$ cat src/rtl/alu_pkg.sv
package alu_pkg;
  typedef enum logic [2:0] {
    OP_ADD  = 3'b000,
    OP_SUB  = 3'b001,
    OP_DEC  = 3'b010,
    OP_AND  = 3'b011,
    OP_OR   = 3'b100,
    OP_NOTA = 3'b101,
    OP_RSV6 = 3'b110,
    OP_RSV7 = 3'b111
  } alu_op_e;

  function automatic logic is_logic_op(alu_op_e op);
    return (op == OP_AND) || (op == OP_OR) || (op == OP_NOTA);
  endfunction
endpackage

$ cat src/rtl/alu_arith.sv
module alu_arith
  import alu_pkg::*;
#(
  parameter int W = 16
) (
  input  logic [W-1:0] a_i,
  input  logic [W-1:0] b_i,
  input  alu_op_e      op_i,
  output logic [W-1:0] res_o,
  output logic         cout_o
);
  localparam int XW = W + 1;

  logic [XW-1:0] a_x, b_x, one_x, ext;

  assign a_x   = {1'b0, a_i};
  assign b_x   = {1'b0, b_i};
  assign one_x = XW'(1);

  // top bit of the widened result is carry (add) or borrow (sub/dec)
  always_comb begin
    case (op_i)
      OP_ADD:  ext = a_x + b_x;
      OP_SUB:  ext = a_x - b_x;
      OP_DEC:  ext = a_x - one_x;
      default: ext = '0;
    endcase
  end

  assign res_o  = ext[W-1:0];
  assign cout_o = ext[W];
endmodule

$ cat src/rtl/alu_logic.sv
module alu_logic
  import alu_pkg::*;
#(
  parameter int W = 16
) (
  input  logic [W-1:0] a_i,
  input  logic [W-1:0] b_i,
  input  alu_op_e      op_i,
  output logic [W-1:0] res_o
);
  always_comb begin
    case (op_i)
      OP_AND:  res_o = a_i & b_i;
      OP_OR:   res_o = a_i | b_i;
      OP_NOTA: res_o = ~a_i;
      default: res_o = '0;
    endcase
  end
endmodule

$ cat src/rtl/alu_flags.sv
module alu_flags #(
  parameter int W = 16
) (
  input  logic [W-1:0] a_i,
  input  logic [W-1:0] b_i,
  input  logic [W-1:0] y_i,
  output logic         zero_o,
  output logic         gt_o
);
  assign zero_o = ~|y_i;
  assign gt_o   = a_i > b_i;
endmodule

$ cat src/rtl/alu_unit.sv
module alu_unit
  import alu_pkg::*;
#(
  parameter int W       = 16,
  parameter bit OUT_REG = 1'b1
) (
  input  logic         clk_i,
  input  logic         rst_ni,
  input  logic [W-1:0] a_i,
  input  logic [W-1:0] b_i,
  input  logic [2:0]   func_i,
  output logic [W-1:0] y_o,
  output logic         carry_o,
  output logic         zero_o,
  output logic         gt_o
);
  alu_op_e      op;
  logic [W-1:0] arith_res, logic_res, y_c;
  logic         arith_cout, carry_c, zero_c, gt_c;

  assign op = alu_op_e'(func_i);

  alu_arith #(.W(W)) u_arith (
    .a_i(a_i), .b_i(b_i), .op_i(op), .res_o(arith_res), .cout_o(arith_cout)
  );

  alu_logic #(.W(W)) u_logic (
    .a_i(a_i), .b_i(b_i), .op_i(op), .res_o(logic_res)
  );

  // each unit returns zero for codes it does not own
  always_comb begin
    if (is_logic_op(op)) begin
      y_c     = logic_res;
      carry_c = 1'b0;
    end else begin
      y_c     = arith_res;
      carry_c = arith_cout;
    end
  end

  alu_flags #(.W(W)) u_flags (
    .a_i(a_i), .b_i(b_i), .y_i(y_c), .zero_o(zero_c), .gt_o(gt_c)
  );

  if (OUT_REG) begin : g_reg
    always_ff @(posedge clk_i or negedge rst_ni) begin
      if (!rst_ni) begin
        y_o     <= '0;
        carry_o <= 1'b0;
        zero_o  <= 1'b1;
        gt_o    <= 1'b0;
      end else begin
        y_o     <= y_c;
        carry_o <= carry_c;
        zero_o  <= zero_c;
        gt_o    <= gt_c;
      end
    end

    AST_RSV_CLEAR: assert property (@(posedge clk_i) disable iff (!rst_ni)
      (func_i[2:1] == 2'b11) |=> (y_o == '0 && !carry_o));
    AST_LOGIC_NO_CARRY: assert property (@(posedge clk_i) disable iff (!rst_ni)
      (func_i == 3'b011 || func_i == 3'b100 || func_i == 3'b101) |=> !carry_o);
    AST_DEC_VALUE: assert property (@(posedge clk_i) disable iff (!rst_ni)
      (func_i == 3'b010) |=> (y_o == $past(a_i) - W'(1)));
    AST_ZERO_TRACKS_Y: assert property (@(posedge clk_i) disable iff (!rst_ni)
      zero_o == (y_o == '0));
    AST_GT_UNSIGNED: assert property (@(posedge clk_i) disable iff (!rst_ni)
      1'b1 |=> (gt_o == ($past(a_i) > $past(b_i))));
  end else begin : g_comb
    assign y_o     = y_c;
    assign carry_o = carry_c;
    assign zero_o  = zero_c;
    assign gt_o    = gt_c;
  end
endmodule

$ cat config.mk
export PLATFORM = sky130hd
export DESIGN_NAME = alu_unit
export DESIGN_NICKNAME = d
export VERILOG_FILES = /design/src/rtl/alu_pkg.sv /design/src/rtl/alu_arith.sv /design/src/rtl/alu_logic.sv /design/src/rtl/alu_flags.sv /design/src/rtl/alu_unit.sv
export SDC_FILE = /design/constraint.sdc
export NUM_CORES = 1
export LEC_CHECK = 0
export BUFFER_PORTS_ARGS = -buffer_cell sky130_fd_sc_hd__buf_2
export CAP_MARGIN = 30
export CORE_UTILIZATION = 25
export CTS_CLUSTER_DIAMETER = 150
export DETAILED_ROUTE_END_ITERATION = 10
export HOLD_SLACK_MARGIN = 0.02
export PLACE_DENSITY = 0.4
export SKIP_CTS_REPAIR_TIMING = 1
export SLEW_MARGIN = 30
export SYNTH_ARGS = -nofsm -noshare
export SYNTH_HDL_FRONTEND = slang
export SYNTH_SLANG_ARGS = --single-unit
$ cat constraint.sdc
create_clock -name clk_i -period 0.8 [get_ports clk_i]
set_input_delay 0.16 -clock clk_i [delete_from_list [all_inputs] [get_ports clk_i]]
set_output_delay 0.16 -clock clk_i [all_outputs]
set_load 0.05 [all_outputs]
==> results_dict.tcl, run 1 <==
set metrics [dict create \
    clk_pin_slew_ns 0.06 \
    fillerInstances 1372 \
    fin_crit_sh_pct 400 \
    drive_gt1_share_pct 55.7 \
    fin_crit_ns 3.20 \
    dr.pass1.iters 5 \
    hp-class "in -> async" \
    required_ns 0.96 \
    rsz0062_at_grt "true" \
    gr-total-overflow 0 \
    ir_drop_mv 0.638 \
    start_util_pct 25.7 \
    boundaryPins 56 \
    cts_buffer_depth 2 \
    avgSynthCellArea_sq_um 7.86 \
    clock_sinks 19 \
    via_per_inst 4.87 \
    critical_path.startpoint_type "primary input" \
    setup_viol 38 \
    synth_area_leaders "ha_1 24%, dfrtp_1 13%, xnor2_1 5.6%" \
    end_kind "flop" \
    root_buffer "clkbuf_16" \
    relSlewSlack_pct 66.1 \
    synth_cell_types 70 \
    syn2layout_area_growth_pct 79.2 \
    ys_ff_latch 19 \
    syn-instance-count 454 \
    core_sq_um 13900 \
    dr_total_vias 4224 \
    grt_pass1_vias 3893 \
    finalMaxSlewViolations 0 \
    maxCapViolations 0 \
    ant_nets 0 \
    cts.htree.levels 1 \
    grt_usage_pct 18.3 \
    ys_async_sr_fraction_pct 100 \
    post_dp_cell_area_sq_um 5400 \
    seq_area_frac_synth_pct 13.4 \
    cp_max_fo 3 \
    synth_top_area_share_pct 23.8 \
    cts-buffers-inserted 3 \
    rows 43 \
    critPathArrivalTime_ns 3.36 \
    routed_wl_um 13900 \
    antenna_found_initial 0 \
    multi_input_area_sq_um 3540 \
    critical_path_class "in -> reg" \
    regArea_sq_um 477 \
    dpl.hpwl_um 11400 \
    p_per_area_nw_per_um2 1160 \
    synth_edf_count 0 \
    final_nets 795 \
    finalInstanceArea_sq_um 6400 \
    drcViolationCount 0 \
    hold_viol_final 18 \
    grt_first_pass_wirelength_um 20700 \
    synthesis.nets 561 \
    fp.dieH_um 121 \
    power_mw 7.44 \
    yosysTopAreaCell "ha_1" \
    routabilityCongestion 0.851 \
    worst_hold_slack_ns -0.155 \
    synth_area_sq_um 3570 \
    num_antenna_cells 0 \
    leakagePower_nw 3.05 \
    die-area_sq_um 14800 \
    tritoncts "built" \
    finalNonFillerCells 867 \
    yosys_warnings 0 \
    drt-initial-drc-count 242 \
    fmax_mhz 313 \
    outcome "finished, violations left" \
    place_inst 849 \
    worst_pin_slew_ns 0.504 \
    die_x_um 121 \
    grt_start_max_net_pins 32 \
    synth-main-ff-cell "dfrtp_1" \
    wl_per_cell_um 16.0 \
    violations "hold timing, setup timing" \
    io_buffers 55 \
    worst_slack_ns -2.40 \
]
==> state kept, by name (all words and copies together), names as in the netlist <==
name,count
carry_o,1
y_o,16
gt_o,1
zero_o,1
==> critical path, cell delays in order <==
cell and delay [ns]:
buf_8 0.09, clkinvlp_4 0.11, ha_4 0.30, nand2_4 0.05
fa_2 0.35, a211o_1 0.33, a221oi_4 0.30, o21ai_2 0.11
xor2_1 0.16, a222oi_1 0.32, o21ai_1 0.13, or3_1 0.35
or4_4 0.41, nor4_2 0.17
==> synthesized netlist by cell type (4+ instances only) <==
master	n
ha_1	68
inv_1	46
nand2_1	36
a21oi_1	33
nor2_1	32
o21ai_0	24
xnor2_1	23
dfrtp_1	18
o22ai_1	12
nand3_1	11
a211oi_1	8
nor2b_1	7
clkbuf_1	6
nor4_1	6
a31oi_1	5
and3_1	5
nand2b_1	5
nand4_1	5
nor3_1	5
xor2_1	5
a2111oi_0	4
a221oi_1	4
buf_2	4
mux2i_1	4
o21bai_1	4
or3_1	4
==> where the power goes <==
| group | internal (mW) | switching, mW |
|---|---|---|
| Clock | 0.678 | 0.350 |
| Sequential | 1.09 | 0.0594 |
| Combinational | 2.56 | 2.71 |
==> cell families after synthesis <==
family	count (synthesis)	synth area share, %
AND/OR/NAND/NOR	136	19.3
AO/OA/AOI/OAI	134	26.1
adder cells (fa/ha/maj)	70	25.0
buffers and inverters	61	7.71
XOR/XNOR	28	6.87
flip-flops	19	13.4
multiplexers	6	1.75
==> per-layer routing <==
| metal | wire, um | GRT usage, % | vias up |
|---|---|---|---|
| met5 | 0 | 0 | - |
| met4 | 120 | 3.47 | 0 |
| met3 | 610 | 1.36 | 11 |
| met2 | 6150 | 27.5 | 107 |
| met1 | 7040 | 28.0 | 1992 |
| li1 | - | - | 2114 |
==> layout by cell type (no fill, tap or decap), types with 5 or more instances in the layout <==
master    netlist  layout
xnor2_1        23      15
dfrtp_1        18      18
xnor2_2         0       8
o21ai_2         1       8
nor2b_1         7       5
a21oi_1        33      16
a221oi_2        3       5
nand3_1        11       7
ha_1           68      53
buf_2           4      31
inv_2           0       5
nor2_1         32      29
ha_4            0      12
o22ai_1        12       8
buf_6           1      29
o21ai_0        24      15
inv_1          46      39
nand2_1        36      29
a21oi_2         0      17
buf_4           1     180
nand4_1         5       5
==> layout make-up <==
class	instances	share of cell area (%)
flip-flops and latches	19	7.45
multi-input cells	374	55.4
well taps	180	3.52
inverters	46	2.84
clock buffers	4	1.23
repair buffers	244	29.6
==> path summary, 6_finish.rpt <==
kind,from,end,cells after the start
max,b_i[1],zero_o$_DFF_PN1_,14
min,rst_ni,gt_o$_DFF_PN0_,1
max in group asynchronous,rst_ni,zero_o$_DFF_PN1_,1
min in group clk_i,a_i[15],carry_o$_DFF_PN0_,4
==> stage by stage <==
stage	hold slack (ns)	utilization [%]	setup slack [ns]	TNS, ns
2_1_floorplan	-0.136	-	-2.82	-30.85
3_3_place_gp	0.120	38.9	-2.85	-36.80
3_5_place_dp	0.130	38.9	-2.86	-37.05
4_1_cts	-0.137	39.5	-2.60	-35.85
5_1_grt	-0.119	46.1	-2.55	-34.15
6_report	-0.155	46.1	-2.40	-31.52
Note: power is estimated with default switching activity, not from simulation.
==> inputs of run 2 (changes only) <==
Settings changed: CAP_MARGIN 30 to default.
Clock period 0.8 ns to 4 ns, I/O delays scaled along.
==> results_dict.tcl, run 2 (same netlist as run 1, synthesis figures left out) <==
set metrics [dict create \
    clk_pin_slew_ns 0.05 \
    root_buffer "clkbuf_16" \
    fp.dieH_um 121 \
    wl_per_cell_um 15.2 \
    drt-initial-drc-count 153 \
    ant_nets 0 \
    hold_viol_final 0 \
    crit_chain "buf_2, inv_1, ha_1, and3_1, buf_4, and3_1, o21ai_1, ha_1, buf_4, a21oi_1, nor2b_1, nor3_1, a21oi_2, xnor2_2, a221oi_2, or3_1, or4_4, nor4_4" \
    worst_pin_slew_ns 0.613 \
    critical_path_class "in -> reg" \
    grt_usage_pct 16.5 \
    grt_pass1_vias 3734 \
    required_ns 4.16 \
    maxCapViolations 0 \
    antenna_found_initial 0 \
    layout_common_cells "97 x buf_4, 65 x ha_1, 55 x buf_2, 46 x inv_1, 36 x nand2_1" \
    mostFrequentLayoutCell "buf_4" \
    gr-total-overflow 0 \
    rows 43 \
    dpl.hpwl_um 10200 \
    start_util_pct 25.7 \
    die-area_sq_um 14800 \
    worst_slack_ns 0.0732 \
    cp.depth 18 \
    crit_buf_inv 4 \
    die_x_um 121 \
    tritoncts "built" \
    fillerInstances 1508 \
    via_per_inst 4.90 \
    rsz0062_at_grt "true" \
    hp-class "in -> async" \
    relSlewSlack_pct 58.1 \
    dr.pass1.iters 5 \
    cts_buffer_depth 2 \
    drcViolationCount 0 \
    grt_start_max_net_pins 32 \
    io_buffers 55 \
    path_delay_family "simple AND/OR/NAND/NOR gates" \
    p_per_area_nw_per_um2 243 \
    end_kind "flop" \
    boundaryPins 56 \
    cts.htree.levels 1 \
    critPathArrivalTime_ns 4.09 \
    num_antenna_cells 0 \
    cts-buffers-inserted 3 \
    post-route-util_pct 35.5 \
    final_nets 704 \
    clock_sinks 19 \
    cp_slowest_cell "or4_4" \
    cp_max_fo 5 \
    fmax_mhz 255 \
    routabilityCongestion 0.848 \
    finalMaxSlewViolations 0 \
    leakagePower_nw 2.42 \
    fin_crit_sh_pct 98.2 \
    cp_slowest_stage_delay_ns 0.43 \
    routed_wl_um 11800 \
    critical_path.startpoint_type "primary input" \
    fin_crit_ns 3.93 \
    ir_drop_mv 0.113 \
    setup_viol 0 \
    largest_register_ff_count 16 \
    outcome "completed" \
    syn2layout_area_growth_pct 38.0 \
    registers.top_by_ff_count "y_o" \
    drive_gt1_share_pct 33.6 \
    core_sq_um 13900 \
    pre_cts_ws_ns -0.288 \
    grt_first_pass_wirelength_um 19200 \
    dr_total_vias 3803 \
]
==> run 2: changes by cell type in the layout (fill, tap and decap cells not counted), moves of 6 or more <==
cell and delta:
buf_6 -29, ha_1 +12, a21oi_2 -14, o21ai_0 +6
a21oi_1 +14, buf_2 +24, buf_4 -83, inv_1 +7
nand2_1 +7, ha_4 -10
==> run 2: metal layers <==
layer	up-vias	wire, um	GRT usage (%)
met2	88	5120	26.5
li1	1926	-	-
met4	0	40	2.70
met3	4	383	0.658
met1	1785	6250	24.4
met5	-	0	0
==> run 2: power by group <==
group	switching [mW]	total [mW]	internal, mW
combinational	0.445	0.777	0.332
sequential	0.00550	0.224	0.219
clock	0.0597	0.195	0.135
==> run 2: worst paths after layout <==
kind,startpoint,to
worst max-delay path,b_i[0],zero_o$_DFF_PN1_
worst min-delay path,rst_ni,y_o[1]$_DFF_PN0_
max in group asynchronous,rst_ni,zero_o$_DFF_PN1_
min in group clk_i,a_i[15],carry_o$_DFF_PN0_
==> run 2: per-stage QoR <==
step                      instance area (sq um)  hold WS (ns)  setup TNS, ns  cells  power [mW]
after floorplan                            3600         0.504         -0.339    454       0.672
after global placement                     4710         0.751         -0.406    771       0.969
after detailed placement                   4710         0.747         -0.413    771       0.966
after CTS                                  4790         0.486        -0.0650    775        1.17
after global routing                       4930         0.522         -0.174    776        1.28
final                                      4930         0.472              0    776        1.20
==> run 2: layout make-up <==
cell class / count / area, sq um / area share [%]
tap: 180 / 225 / 4.57
multi-input combinational: 374 / 2950 / 59.9
clock buffer: 4 / 78.8 / 1.60
inverter: 46 / 173 / 3.50
sequential: 19 / 477 / 9.67
timing repair buffer: 153 / 1020 / 20.8
